==> config.mk <==
export PLATFORM = sky130hd
export DESIGN_NAME = conv_sequencer
export DESIGN_NICKNAME = d
export VERILOG_FILES = /design/src/rtl/seq_pkg.sv /design/src/rtl/seq_ctrl.sv /design/src/rtl/seq_datapath.sv /design/src/rtl/conv_sequencer.sv
export SDC_FILE = /design/constraint.sdc
export NUM_CORES = 1
export LEC_CHECK = 0
export BUFFER_PORTS_ARGS = -buffer_cell sky130_fd_sc_hd__buf_2
export CAP_MARGIN = 20
export CORE_MARGIN = 1
export CORE_UTILIZATION = 66
export CTS_BUF_LIST = sky130_fd_sc_hd__clkbuf_8
export DETAILED_ROUTE_END_ITERATION = 6
export PLACE_DENSITY_LB_ADDON = 0.1
export SETUP_SLACK_MARGIN = 0.5
export SLEW_MARGIN = 40
export SYNTH_ARGS = -nofsm -noshare
export SYNTH_HDL_FRONTEND = slang
export SYNTH_SLANG_ARGS = --single-unit
==> constraint.sdc <==
create_clock -name clk -period 6.3 [get_ports clk]
set_clock_uncertainty 0.05 [all_clocks]
set_input_delay 1.26 -clock clk [delete_from_list [all_inputs] [get_ports clk]]
set_output_delay 1.26 -clock clk [all_outputs]
set_load 0.005 [all_outputs]
==> src/rtl/seq_pkg.sv <==
package seq_pkg;

  typedef enum logic [1:0] {
    MD_SINGLE = 2'd0,
    MD_PROG   = 2'd1,
    MD_CONSEC = 2'd2
  } seqMode_e;

  // Mode field codes as {sequence bit, shadow bit}
  localparam logic [1:0] FLD_SINGLE = 2'b00;
  localparam logic [1:0] FLD_SHADOW = 2'b01;
  localparam logic [1:0] FLD_KEEP   = 2'b10;
  localparam logic [1:0] FLD_CONSEC = 2'b11;

  typedef struct packed {
    logic     ldAddr;      // capture channel address
    logic     ldCfg;       // capture configuration bits
    logic     ldMask;      // capture shadow mask
    logic     rewindProg;  // restart programmable walk
    logic     rewindCons;  // restart consecutive count
    logic     fire;        // start pulse this cycle
    seqMode_e fireMode;    // mode the pulse is served in
  } seqStrb_t;

endpackage

==> src/rtl/seq_ctrl.sv <==
module seq_ctrl
  import seq_pkg::*;
(
  input  logic       clk,
  input  logic       rstN,
  input  logic       wrEn,
  input  logic [1:0] modeFld,
  input  logic       maskNonZero,
  input  logic       startPulse,
  output seqStrb_t   strb,
  output seqMode_e   curMode,
  output logic       shadowPend
);

  seqMode_e modeQ, modeN;
  logic     pendQ, pendN;

  always_comb begin
    modeN = modeQ;
    pendN = pendQ;
    strb  = '0;
    if (wrEn) begin
      if (pendQ) begin
        strb.ldMask = 1'b1;
        pendN       = 1'b0;
        if (maskNonZero) begin
          modeN           = MD_PROG;
          strb.rewindProg = 1'b1;
        end else begin
          modeN = MD_SINGLE;
        end
      end else begin
        strb.ldCfg = 1'b1;
        unique case (modeFld)
          FLD_SINGLE: begin
            modeN       = MD_SINGLE;
            strb.ldAddr = 1'b1;
          end
          FLD_SHADOW: begin
            modeN       = MD_SINGLE;
            pendN       = 1'b1;
            strb.ldAddr = 1'b1;
          end
          FLD_CONSEC: begin
            modeN           = MD_CONSEC;
            strb.ldAddr     = 1'b1;
            strb.rewindCons = 1'b1;
          end
          default: ; // keep: sequence untouched
        endcase
      end
    end
    strb.fire     = startPulse;
    strb.fireMode = modeN;
  end

  always_ff @(posedge clk) begin
    if (!rstN) begin
      modeQ <= MD_SINGLE;
      pendQ <= 1'b0;
    end else begin
      modeQ <= modeN;
      pendQ <= pendN;
    end
  end

  assign curMode    = modeQ;
  assign shadowPend = pendQ;

endmodule

==> src/rtl/seq_datapath.sv <==
module seq_datapath
  import seq_pkg::*;
#(
  parameter  int NCH   = 8,
  parameter  int CFG_W = 7,
  localparam int CH_W  = $clog2(NCH)
) (
  input  logic             clk,
  input  logic             rstN,
  input  seqStrb_t         strb,
  input  logic [CH_W-1:0]  wrAddr,
  input  logic [CFG_W-1:0] wrCfg,
  input  logic [NCH-1:0]   wrMask,
  output logic [CH_W-1:0]  chanOut,
  output logic             chanValid,
  output logic [CFG_W-1:0] cfgOut,
  output logic [NCH-1:0]   maskQ,
  output logic [CH_W-1:0]  finalQ
);

  logic [CH_W-1:0]  addrQ, lastQ, chanQ;
  logic [CFG_W-1:0] cfgQ;
  logic             validQ;

  logic [CH_W-1:0]  addrEff, finalEff, lastEff, pick, lastN;
  logic [NCH-1:0]   maskEff;

  // First set bit strictly after 'from', searching upward with wrap
  function automatic logic [CH_W-1:0] nextSet(input logic [NCH-1:0] m,
                                               input logic [CH_W-1:0] from);
    logic            found;
    logic [CH_W-1:0] res;
    found = 1'b0;
    res   = from;
    for (int off = 1; off <= NCH; off++) begin
      logic [CH_W-1:0] idx;
      idx = from + CH_W'(off);
      if (!found && m[idx]) begin
        res   = idx;
        found = 1'b1;
      end
    end
    return res;
  endfunction

  always_comb begin
    addrEff  = strb.ldAddr ? wrAddr : addrQ;
    maskEff  = strb.ldMask ? wrMask : maskQ;
    finalEff = strb.rewindCons ? wrAddr : finalQ;
    if (strb.rewindProg)      lastEff = {CH_W{1'b1}};
    else if (strb.rewindCons) lastEff = wrAddr;
    else                      lastEff = lastQ;

    unique case (strb.fireMode)
      MD_PROG:   pick = nextSet(maskEff, lastEff);
      MD_CONSEC: pick = (lastEff >= finalEff) ? '0 : lastEff + 1'b1;
      default:   pick = addrEff;
    endcase

    lastN = (strb.fire && strb.fireMode != MD_SINGLE) ? pick : lastEff;
  end

  always_ff @(posedge clk) begin
    if (!rstN) begin
      addrQ  <= '0;
      maskQ  <= '0;
      finalQ <= '0;
      lastQ  <= '0;
      cfgQ   <= '0;
      chanQ  <= '0;
      validQ <= 1'b0;
    end else begin
      addrQ  <= addrEff;
      maskQ  <= maskEff;
      finalQ <= finalEff;
      lastQ  <= lastN;
      if (strb.ldCfg) cfgQ <= wrCfg;
      validQ <= strb.fire;
      if (strb.fire) chanQ <= pick;
    end
  end

  assign chanOut   = chanQ;
  assign chanValid = validQ;
  assign cfgOut    = cfgQ;

endmodule

==> src/rtl/conv_sequencer.sv <==
module conv_sequencer
  import seq_pkg::*;
#(
  parameter  int NCH    = 8,
  parameter  int CFG_W  = 7,
  localparam int CH_W   = $clog2(NCH),
  localparam int WORD_W = CH_W + 2 + CFG_W
) (
  input  logic              clk,
  input  logic              rstN,
  input  logic              wrEn,
  input  logic [WORD_W-1:0] wrData,
  input  logic              startPulse,
  output logic [CH_W-1:0]   chanOut,
  output logic              chanValid,
  output logic [CFG_W-1:0]  cfgOut
);

  seqStrb_t       strb;
  seqMode_e       curMode;
  logic           shadowPend;
  logic [NCH-1:0] maskQ;
  logic [CH_W-1:0] finalQ;

  seq_ctrl u_ctrl (
    .clk        (clk),
    .rstN       (rstN),
    .wrEn       (wrEn),
    .modeFld    (wrData[CH_W+1:CH_W]),
    .maskNonZero(|wrData[NCH-1:0]),
    .startPulse (startPulse),
    .strb       (strb),
    .curMode    (curMode),
    .shadowPend (shadowPend)
  );

  seq_datapath #(.NCH(NCH), .CFG_W(CFG_W)) u_dp (
    .clk      (clk),
    .rstN     (rstN),
    .strb     (strb),
    .wrAddr   (wrData[CH_W-1:0]),
    .wrCfg    (wrData[WORD_W-1:CH_W+2]),
    .wrMask   (wrData[NCH-1:0]),
    .chanOut  (chanOut),
    .chanValid(chanValid),
    .cfgOut   (cfgOut),
    .maskQ    (maskQ),
    .finalQ   (finalQ)
  );

endmodule

# Word level (Yosys, flattened, before mapping)
# Index checks and enable logic that the tools add are counted.
# W data, S select, Z words.
# totals
reg_bits,31
latchBits,0
mem_bits_rw,0
romBits,0
inputBits,16
output_inout_bits,11
wordCells,108
n_memories,0
# classes
add_sub_neg,7
mul,0
div,0
n_lt_le_gt_ge,9
eq_ne,4
n_shift,0
n_mux,59
n_bitwise,0
reduce_logical,20
# op_table
op,count
$mux W3,14
$lt A3 B4 Y1 const B,8
$mux W1,29
$bmux W1 S3,8
$add A3 B3 Y3 const B,4
$logic_and A1 B1 Y1,8
$mux W2,4
$mux W8,1
$reduce_or A8 Y1,1
$logic_not A1 Y1,7
$add A3 B2 Y3 const B,2
$pmux W3 S2,1
$mux W5,1
$eq A2 B1 Y1 const B,2
$eq A2 B2 Y1 const B,2
$pmux W2 S2,1
$add A3 B1 Y3 const B,1
$ge A3 B3 Y1,1
$reduce_or A3 Y1,1
$logic_not A2 Y1,1
$reduce_bool A2 Y1,1
$reduce_or A2 Y1,1

# Logic depth before layout (Yosys ltp)
# Gate-level depths: netlist of run 1.
# depth
word_depth,41
depth_mapped,16
ltp_nobuf,13

# By module
# From an unflattened synthesis of run 1, not the netlist that was laid out.
# unflattened
cells_unflattened,276
area_unflattened_um2,2418.6
# modules_own_cells
module,instances,cells_per_inst,area_each_um2,seq_area_each_um2
seq_datapath,1,250,2205.9,560.5
seq_ctrl,1,23,196.4,60.1
conv_sequencer,1,3,16.3,0.0

# Worst setup path after synthesis of run 1
# Ideal clock, no wire load.
# synth_path
path_type,input to register
startpoint,input wrData[0]
endpoint,register u_dp.lastQ[1]
setup_ns,0.070
t_arrival_ns,4.425
t_required_ns,6.180
setup_slack_ns,1.755
path_stages,14
path_cell_list,buf_2 -> nor4_1 -> a21o_1 -> and2_1 -> inv_1 -> clkbuf_1 -> ha_1 -> xnor2_1 -> mux4_2 -> a21bo_2 -> or4_1 -> a22o_1 -> o22a_1 -> a21boi_1
# synth_via
elab_chain_cells,39
elab_cells_between_ends,78
cone_classes,add/sub (7); order compare (1); eq/ne (2); mux (51); reduce/logical (17)
# synth_rtl
item,line_no,rtl
start: declaration,conv_sequencer.sv:12,"input logic [WORD_W-1:0] wrData,"
$reduce_or A8 Y1,conv_sequencer.sv:30,".maskNonZero(|wrData[NCH-1:0]),"
$mux W1,seq_ctrl.sv:26,if (maskNonZero) begin
$mux W2,seq_ctrl.sv:23,if (pendQ) begin
$mux W5,seq_ctrl.sv:22,if (wrEn) begin
$mux W3,seq_datapath.sv:50,if (strb.rewindProg) lastEff = {CH_W{1'b1}};
$add A3 B1 Y3,"seq_datapath.sv:37, seq_datapath.sv:56",
$bmux W1 S3,seq_datapath.sv:38,if (!found && m[idx]) begin
$mux W1 (implied by the code),seq_datapath.sv:38,
[... 23 more ...],-,
$logic_and A1 B1 Y1,seq_datapath.sv:38,
$mux W1,seq_datapath.sv:38,
$mux W1,seq_datapath.sv:54,unique case (strb.fireMode)
$logic_not A1 Y1,seq_datapath.sv:38,
$logic_and A1 B1 Y1,seq_datapath.sv:38,
$mux W3,seq_datapath.sv:38,
$pmux W3 S2,seq_datapath.sv:54,
$mux W3 *,seq_datapath.sv:60,lastN = (strb.fire && strb.fireMode != MD_SINGLE) ? pick : lastEff;
end signal: assignment,seq_datapath.sv:76,lastQ <= lastN;
end: declaration,seq_datapath.sv:21,"logic [CH_W-1:0] addrQ, lastQ, chanQ;"
# Mark *: on every way between the ends. The rest lies on a longest branch, timed or not. The select of a mux whose other input is x is not followed.
# A chain may end at the register's enable or synchronous reset.

# Worst setup path in the final report of run 1
# Ends and elaborated chain as after synthesis.

==> results.cfg, run 1 <==
[power_and_ir_drop]
clockPowerShare = 0.305
internal-power_mw = 0.428
p_per_cell_area_nw_per_um2 = 244
total_power_mw = 0.660
p_sw_mw = 0.232
power.sequential.fraction = 0.320
ir_worst_vdd_v = 0.000238
static-leakage-power_nw = 1.22
switching_share = 0.351
p_comb_frac = 0.376

[placement]
io_buffer_count = 26
place.gp.congestion = 1.01
place_worst_setup_slack_ns = 0.929
hpwl_mm = 4.88

[timing]
period_minus_slack_ns = 5.24
layout_setup_ws_ns = 1.06
final_max_slew_viol_count = 0
fmax_mhz = 191
setup_total_negative_slack_ns = 0
layout_worst_path_cycle_share = 0.831
slew-limit-headroom = 0.550
setup_viol = 0
rsz0062_at_grt = no
worstMarginPinSlew_ns = 0.667
finalHoldWorstSlack_ns = 0.410
finalHoldViolations = 0

[setup_path]
worstRegToRegCells = 12
crit_path_max_fanout = 14
end_kind = flop
r2r_setup_slack_ns = 2.00
worstPathArrival_ns = 5.40
cp_num_cells = 13
critical_path.reg2reg.startpoint = u_ctrl.shadowPend$_SDFFE_PN0P_
crit_family = simple AND/OR/NAND/NOR gates
worstReg2RegEnd = u_dp.lastQ[1]$_SDFF_PN0_
critical_path_required_ns = 6.46
cp_slowest_stage_delay_ns = 0.55
critPathBufInv = 2
critical_path.cell_chain = buf_2 -> nor4_1 -> a21o_1 -> and2_1 -> inv_1 -> ha_1 -> xnor2_1 -> mux4_2 -> a21bo_2 -> or4_1 -> a22o_1 -> o22a_1 -> a21boi_1
worstSetupStartpointType = input pin
critical_path.slowest_cell = or4_1
crit_type = in2reg

[floorplanning]
die_wd_um = 63.2
io_pins = 27
fp.coreArea_um2 = 3470
placement_rows = 21
initial_utilization = 0.712
die_footprint_um2 = 3990
fp.dieH_um = 63.2

[route]
routed-via-count = 2508
wire_per_inst_um = 18.1
avgViaCountPerCell = 6.78
route.final.wire_length_mm = 6.70
drt_pre_antenna_iters = 5
drt_drc_violations_left = 0
final_antenna_net_count = 0
first_iter_violations = 283

[clock_tree]
ctsLongestPathBuffers = 2
cts_tree = yes
cts.hold.buffers_added = 0
clock-sinks = 31
cts_made_buffers = 5
clk_root_buffer_cell = clkbuf_8
clock_transition_time_at_the_flip_flop_clock_pins_of_the_worst_setup_and_hold_paths_ns = 0.07
clock_latency_ns = 0.29
cts_resized = 0
postCtsSetupRepairBufs = 0
cts_htree_levels = 2

[cells_and_area]
utilization = 0.780
share_of_final_layout_standard_cells_stronger_than_drive_strength_1 = 0.173
insertedDiodeCount = 0
area_growth_syn_to_layout_pct = 9.42
layout.nets = 345

[grt]
antenna_found_initial = 0
grt_start_max_net_pins = 33
gr-usage-all-layers = 0.349
gr-total-overflow = 0
grt_pass1_wl_mm = 11.0
grt_pass1_vias = 2291

[yosys]
syn-num-nets = 328
yosys.area.top_type_share = 0.251
dominantRegCellSynth = dfxtp_1
edff_count_synth = 0
yosys.area.top_type = dfxtp_1
synth_cells = 306
post_synth_instance_area_um2 = 2470
sequential_element_share_of_the_synthesized_area = 0.251
syn-mean-instance-area_um2 = 8.08
synth_top_cells_by_area = dfxtp_1 (25%), mux2i_1 (7.7%), nand3_1 (4.9%)
synth-warning-count = 0
ys_seq_elements = 31
synth_async_sr_flop_share = 0
ys_types = 65

[worst_hold_path]
holdCritStartpoint = u_dp.cfgOut[4]$_SDFFE_PN0P_
worstHoldPathCells = 2
hold_path_class = reg2reg
timing.hold.worst_endpoint = u_dp.cfgOut[4]$_SDFFE_PN0P_

[job]
max_cap_viol_count = 0

[run_status]
outcome = complete, no violations
[synth_stat cells (all sizes together) (2+ instances only)]
cell type	number
o311ai	2
a31oi	3
nor2b	16
o221a	3
o21ai	22
nand3	24
and3	4
a21oi	13
a21o	3
xnor2	2
nor2	5
buf	6
nand4	2
nand3b	2
o21a	6
mux4	3
nand2b	5
nand2	33
nor3	7
clkbuf	11
or3	3
ha	6
and2	13
mux2i	20
o31ai	2
inv	10
mux2	4
a21boi	11
and4	3
o211ai	4
nor4	5
dfxtp	31
a211o	2
[sequential cells by signal (all words and copies together), names as in the netlist]
signal,flops
u_ctrl.curMode,2
u_ctrl.shadowPend,1
u_dp.addrQ,3
u_dp.cfgOut,7
u_dp.chanOut,3
u_dp.chanValid,1
u_dp.finalQ,3
u_dp.lastQ,3
u_dp.maskQ,8
[how the worst max path moves through the flow]
| stage | startpoint | endpoint | slack, ns |
|---|---|---|---|
| 2_1_floorplan | wrData[0] | u_dp.lastQ[1]$_SDFF_PN0_ | 1.75 |
| 3_3_place_gp | wrData[0] | u_dp.lastQ[1]$_SDFF_PN0_ | 1.05 |
| 3_5_place_dp | wrData[0] | u_dp.lastQ[1]$_SDFF_PN0_ | 0.93 |
| 4_1_cts | wrData[0] | u_dp.lastQ[1]$_SDFF_PN0_ | 1.14 |
| 5_1_grt | wrData[0] | u_dp.lastQ[1]$_SDFF_PN0_ | 0.75 |
| 6_report | wrData[0] | u_dp.lastQ[1]$_SDFF_PN0_ | 1.06 |
[metal layers]
| layer | vias to the layer above | share of wire | global-route usage | routed length, um |
|---|---|---|---|---|
| li1 | 1171 | - | - | - |
| met4 | 0 | 0.030 | 0.111 | 204 |
| met1 | 1162 | 0.43 | 0.456 | 2860 |
| met2 | 152 | 0.44 | 0.551 | 2960 |
| met3 | 23 | 0.10 | 0.0978 | 679 |
| met5 | - | 0 | 0 | 0 |
[area by class of cell]
cell class	count	area [um2]
tap	46	57.6
clock buffer	6	82.6
fill	273	764
multi-input combinational	248	1730
timing repair buffer	27	138
clock inverter	2	35.0
sequential	31	621
inverter	10	37.5
[per-stage QoR]
step / instances / instance area, um2
global route: 370 / 2700
floorplan: 306 / 2470
detailed placement: 362 / 2590
CTS: 370 / 2700
finish: 370 / 2700
global placement: 362 / 2590
[cell families after synthesis]
kind of cell / Yosys count / share of synthesized area
adder cells (fa/ha/maj): 7 / 0.0344
flip-flops: 31 / 0.251
AO/OA/AOI/OAI: 84 / 0.233
AND/OR/NAND/NOR: 127 / 0.294
buffers and inverters: 27 / 0.0476
XOR/XNOR: 3 / 0.0106
multiplexers: 27 / 0.130
[cells in the final DEF (no fill, tap or decap), types with 2 or more instances in the layout]
cell type and count:
a211o_1 2, a21boi_0 10, a21o_1 3, a21oi_1 13, a31oi_1 3, and2_1 13
and3_1 4, and4_1 2, buf_2 26, clkbuf_8 6, dfxtp_1 31, ha_1 6
inv_1 9, mux2_2 3, mux2i_1 19, mux4_2 3, nand2_1 31, nand2_2 2
nand2b_1 5, nand3_1 24, nand3b_1 2, nand4_1 2, nor2_1 5, nor2b_1 16
nor3_1 7, nor4_1 4, o211ai_1 4, o21a_1 6, o21ai_0 20, o221a_2 3
o311ai_0 2, o31ai_1 2, or3_1 2, xnor2_1 2
[tightest hold or removal path: cells and delay by family (launching register included)]
| family | cells | cell delay (ns) |
|---|---|---|
| AO/OA/AOI/OAI | 1 | 0.06 |
| flip-flops | 1 | 0.31 |
| AND/OR/NAND/NOR | 1 | 0.04 |
[power by group through the flow]
stage	Combinational (mW)	Clock (mW)	Sequential [mW]
final	0.248	0.201	0.211
after CTS	0.240	0.203	0.211
after global routing	0.268	0.212	0.212
after detailed placement	0.237	0	0.215
after global placement	0.236	0	0.214
after floorplan	0.181	0	0.214
(Power assumes the default switching activity.)
==> run 2: changes to the inputs <==
ABC_AREA = 1   (was default)
CORE_UTILIZATION = 61   (was 66)
clock period = 5.25 ns   (was 6.3 ns; I/O delays follow)
==> results.cfg, run 2 <==
[route]
final_antenna_net_count = 0
avgViaCountPerCell = 5.56
drt_pre_antenna_iters = 5
wire_per_inst_um = 12.9
drt_drc_violations_left = 0
first_iter_violations = 290
routed-via-count = 2496
route.final.wire_length_mm = 5.80

[yosys]
ys_seq_elements = 31
synth_cells = 379
synth.cells.most_frequent = nand2_1 (113), nand3_1 (59), inv_1 (44)
dominantRegCellSynth = dfxtp_1
edff_count_synth = 0
yosys.area.top_type = dfxtp_1
post_synth_instance_area_um2 = 2280
ys_types = 27
yosys.area.top_type_share = 0.272
syn-num-nets = 401
synth_most_common_cell = nand2_1
synth_async_sr_flop_share = 0
synth-warning-count = 0
sequential_element_share_of_the_synthesized_area = 0.272
synth_top_cells_by_area = dfxtp_1 (27%), nand2_1 (19%), nand3_1 (13%)
syn-mean-instance-area_um2 = 6.02

[clock_tree]
cts_tree = yes
cts_made_buffers = 5
postCtsSetupRepairBufs = 0
cts_htree_levels = 2
ctsLongestPathBuffers = 2
cts.hold.buffers_added = 0
clock-sinks = 31
cts_resized = 0
clock_latency_ns = 0.29
clock_transition_time_at_the_flip_flop_clock_pins_of_the_worst_setup_and_hold_paths_ns = 0.06
clk_root_buffer_cell = clkbuf_8

[power_and_ir_drop]
p_comb_frac = 0.421
switching_share = 0.397
internal-power_mw = 0.519
static-leakage-power_nw = 1.35
p_sw_mw = 0.341
power.sequential.fraction = 0.297
clockPowerShare = 0.282
total_power_mw = 0.860
p_per_cell_area_nw_per_um2 = 340
ir_worst_vdd_v = 0.000238

[grt]
grt_pass1_wl_mm = 9.78
gr-total-overflow = 0
grt_start_max_net_pins = 21
grt_pass1_vias = 2164
gr-usage-all-layers = 0.313
antenna_found_initial = 0

[timing]
finalHoldViolations = 0
setup_total_negative_slack_ns = 0
setup_viol = 0
period_minus_slack_ns = 3.99
slew-limit-headroom = 0.548
fmax_mhz = 250
rsz0062_at_grt = no
layout_worst_path_cycle_share = 0.761
layout_setup_ws_ns = 1.26
final_max_slew_viol_count = 0
worstMarginPinSlew_ns = 0.671

[floorplanning]
fp.coreArea_um2 = 3470
io_pins = 27
die_wd_um = 63.2
placement_rows = 21
initial_utilization = 0.658
fp.dieH_um = 63.2
die_footprint_um2 = 3990

[setup_path]
end_kind = flop
worstSetupStartpointType = input pin
critical_path.slowest_cell = o21ai_4
critical_path_required_ns = 5.41
crit_path_max_fanout = 20
critical_path.reg2reg.startpoint = u_ctrl.shadowPend$_SDFFE_PN0P_
critPathMostFrequentCell = nand2_1
worstPathArrival_ns = 4.16
critical_path.cell_chain = buf_2 -> nor2_1 -> nand2_1 -> o21ai_4 -> nand2_2 -> ha_1 -> inv_1 -> nand3_1 -> nand2_1 -> nand2_1 -> nand2_2 -> nand2_2 -> nor2_4 -> nand2_2 -> nor2_4 -> nand3_2 -> nand3_1 -> nand3_1 -> nand2_1 -> nand2_1 -> a21oi_1
timing.critical_path.from = wrData[6]
crit_type = in2reg
cp_slowest_stage_delay_ns = 0.46

[cells_and_area]
regMostFlops = u_dp.maskQ
stdcell_area_um2 = 2530
utilization = 0.728
layout.nets = 424
share_of_final_layout_standard_cells_stronger_than_drive_strength_1 = 0.151
mostFrequentLayoutCell = nand2_1
filler_cell_count = 317
insertedDiodeCount = 0
area_growth_syn_to_layout_pct = 10.6
largest_reg_flops = 8
layout.cells.most_common_list = nand2_1 (113), nand3_1 (59), inv_1 (44)

[placement]
dpl_cell_area_um2 = 2400
io_buffer_count = 26
hpwl_mm = 4.37
place_worst_setup_slack_ns = 0.820
place.gp.congestion = 0.941

[worst_hold_path]
holdCritStartpoint = u_dp.finalQ[0]$_SDFF_PN0_
hold_path_class = reg2reg

[job]
max_cap_viol_count = 0

[run_status]
outcome = complete, no violations
[run 2: kinds of logic after synthesis]
| family | after synthesis | synth area share |
|---|---|---|
| simple gates | 237 | 0.470 |
| buf+inv | 60 | 0.115 |
| compound gates | 43 | 0.101 |
| flops | 31 | 0.272 |
| fa+ha+maj | 6 | 0.0329 |
| mux | 2 | 0.00877 |
[run 2: path summary, 6_finish.rpt]
check / endpoint / slack [ns] / cells past startpoint
hold reg to reg: u_dp.finalQ[0]$_SDFF_PN0_ / 0.43 / 2
hold / removal: u_dp.finalQ[0]$_SDFF_PN0_ / 0.43 / 2
setup reg to reg: u_dp.chanOut[2]$_SDFFE_PN0P_ / 1.88 / 22
setup / recovery: u_dp.chanOut[2]$_SDFFE_PN0P_ / 1.26 / 21
[run 2: worst max-delay path: cells and delay by family]
kind / cells / cell delay, ns
AND/OR/NAND/NOR: 16 / 1.84
adder cells (fa/ha/maj): 1 / 0.40
buffers and inverters: 2 / 0.27
AO/OA/AOI/OAI: 2 / 0.58
[run 2: area by class of cell]
type / count / area (um2) / share of cell area
clock buffers: 6 / 82.6 / 0.0327
repair buffers: 26 / 130 / 0.0515
clock inverters: 2 / 35.0 / 0.0139
flip-flops and latches: 31 / 621 / 0.246
inverters: 50 / 190 / 0.0753
multi-input cells: 288 / 1410 / 0.558
well taps: 46 / 57.6 / 0.0228
[run 2: per-layer routing]
metal / up-vias / GRT usage / share of wire
met2: 91 / 0.493 / 0.46
met3: 11 / 0.0562 / 0.062
met1: 1126 / 0.427 / 0.46
met5: - / 0 / 0
li1: 1268 / - / -
met4: 0 / 0.108 / 0.015
[run 2: power groups by stage]
stage	combinational (mW)	clock [mW]	sequential [mW]
after global routing	0.413	0.255	0.257
final	0.362	0.242	0.255
after floorplan	0.285	0	0.260
after CTS	0.356	0.242	0.255
after detailed placement	0.355	0	0.260
after global placement	0.351	0	0.260
[run 2: stage by stage]
stage | hold slack, ns | std cells
2_1_floorplan | 0.396 | 379
3_3_place_gp | 0.409 | 441
3_5_place_dp | 0.420 | 441
4_1_cts | 0.429 | 449
5_1_grt | 0.446 | 449
6_report | 0.432 | 449
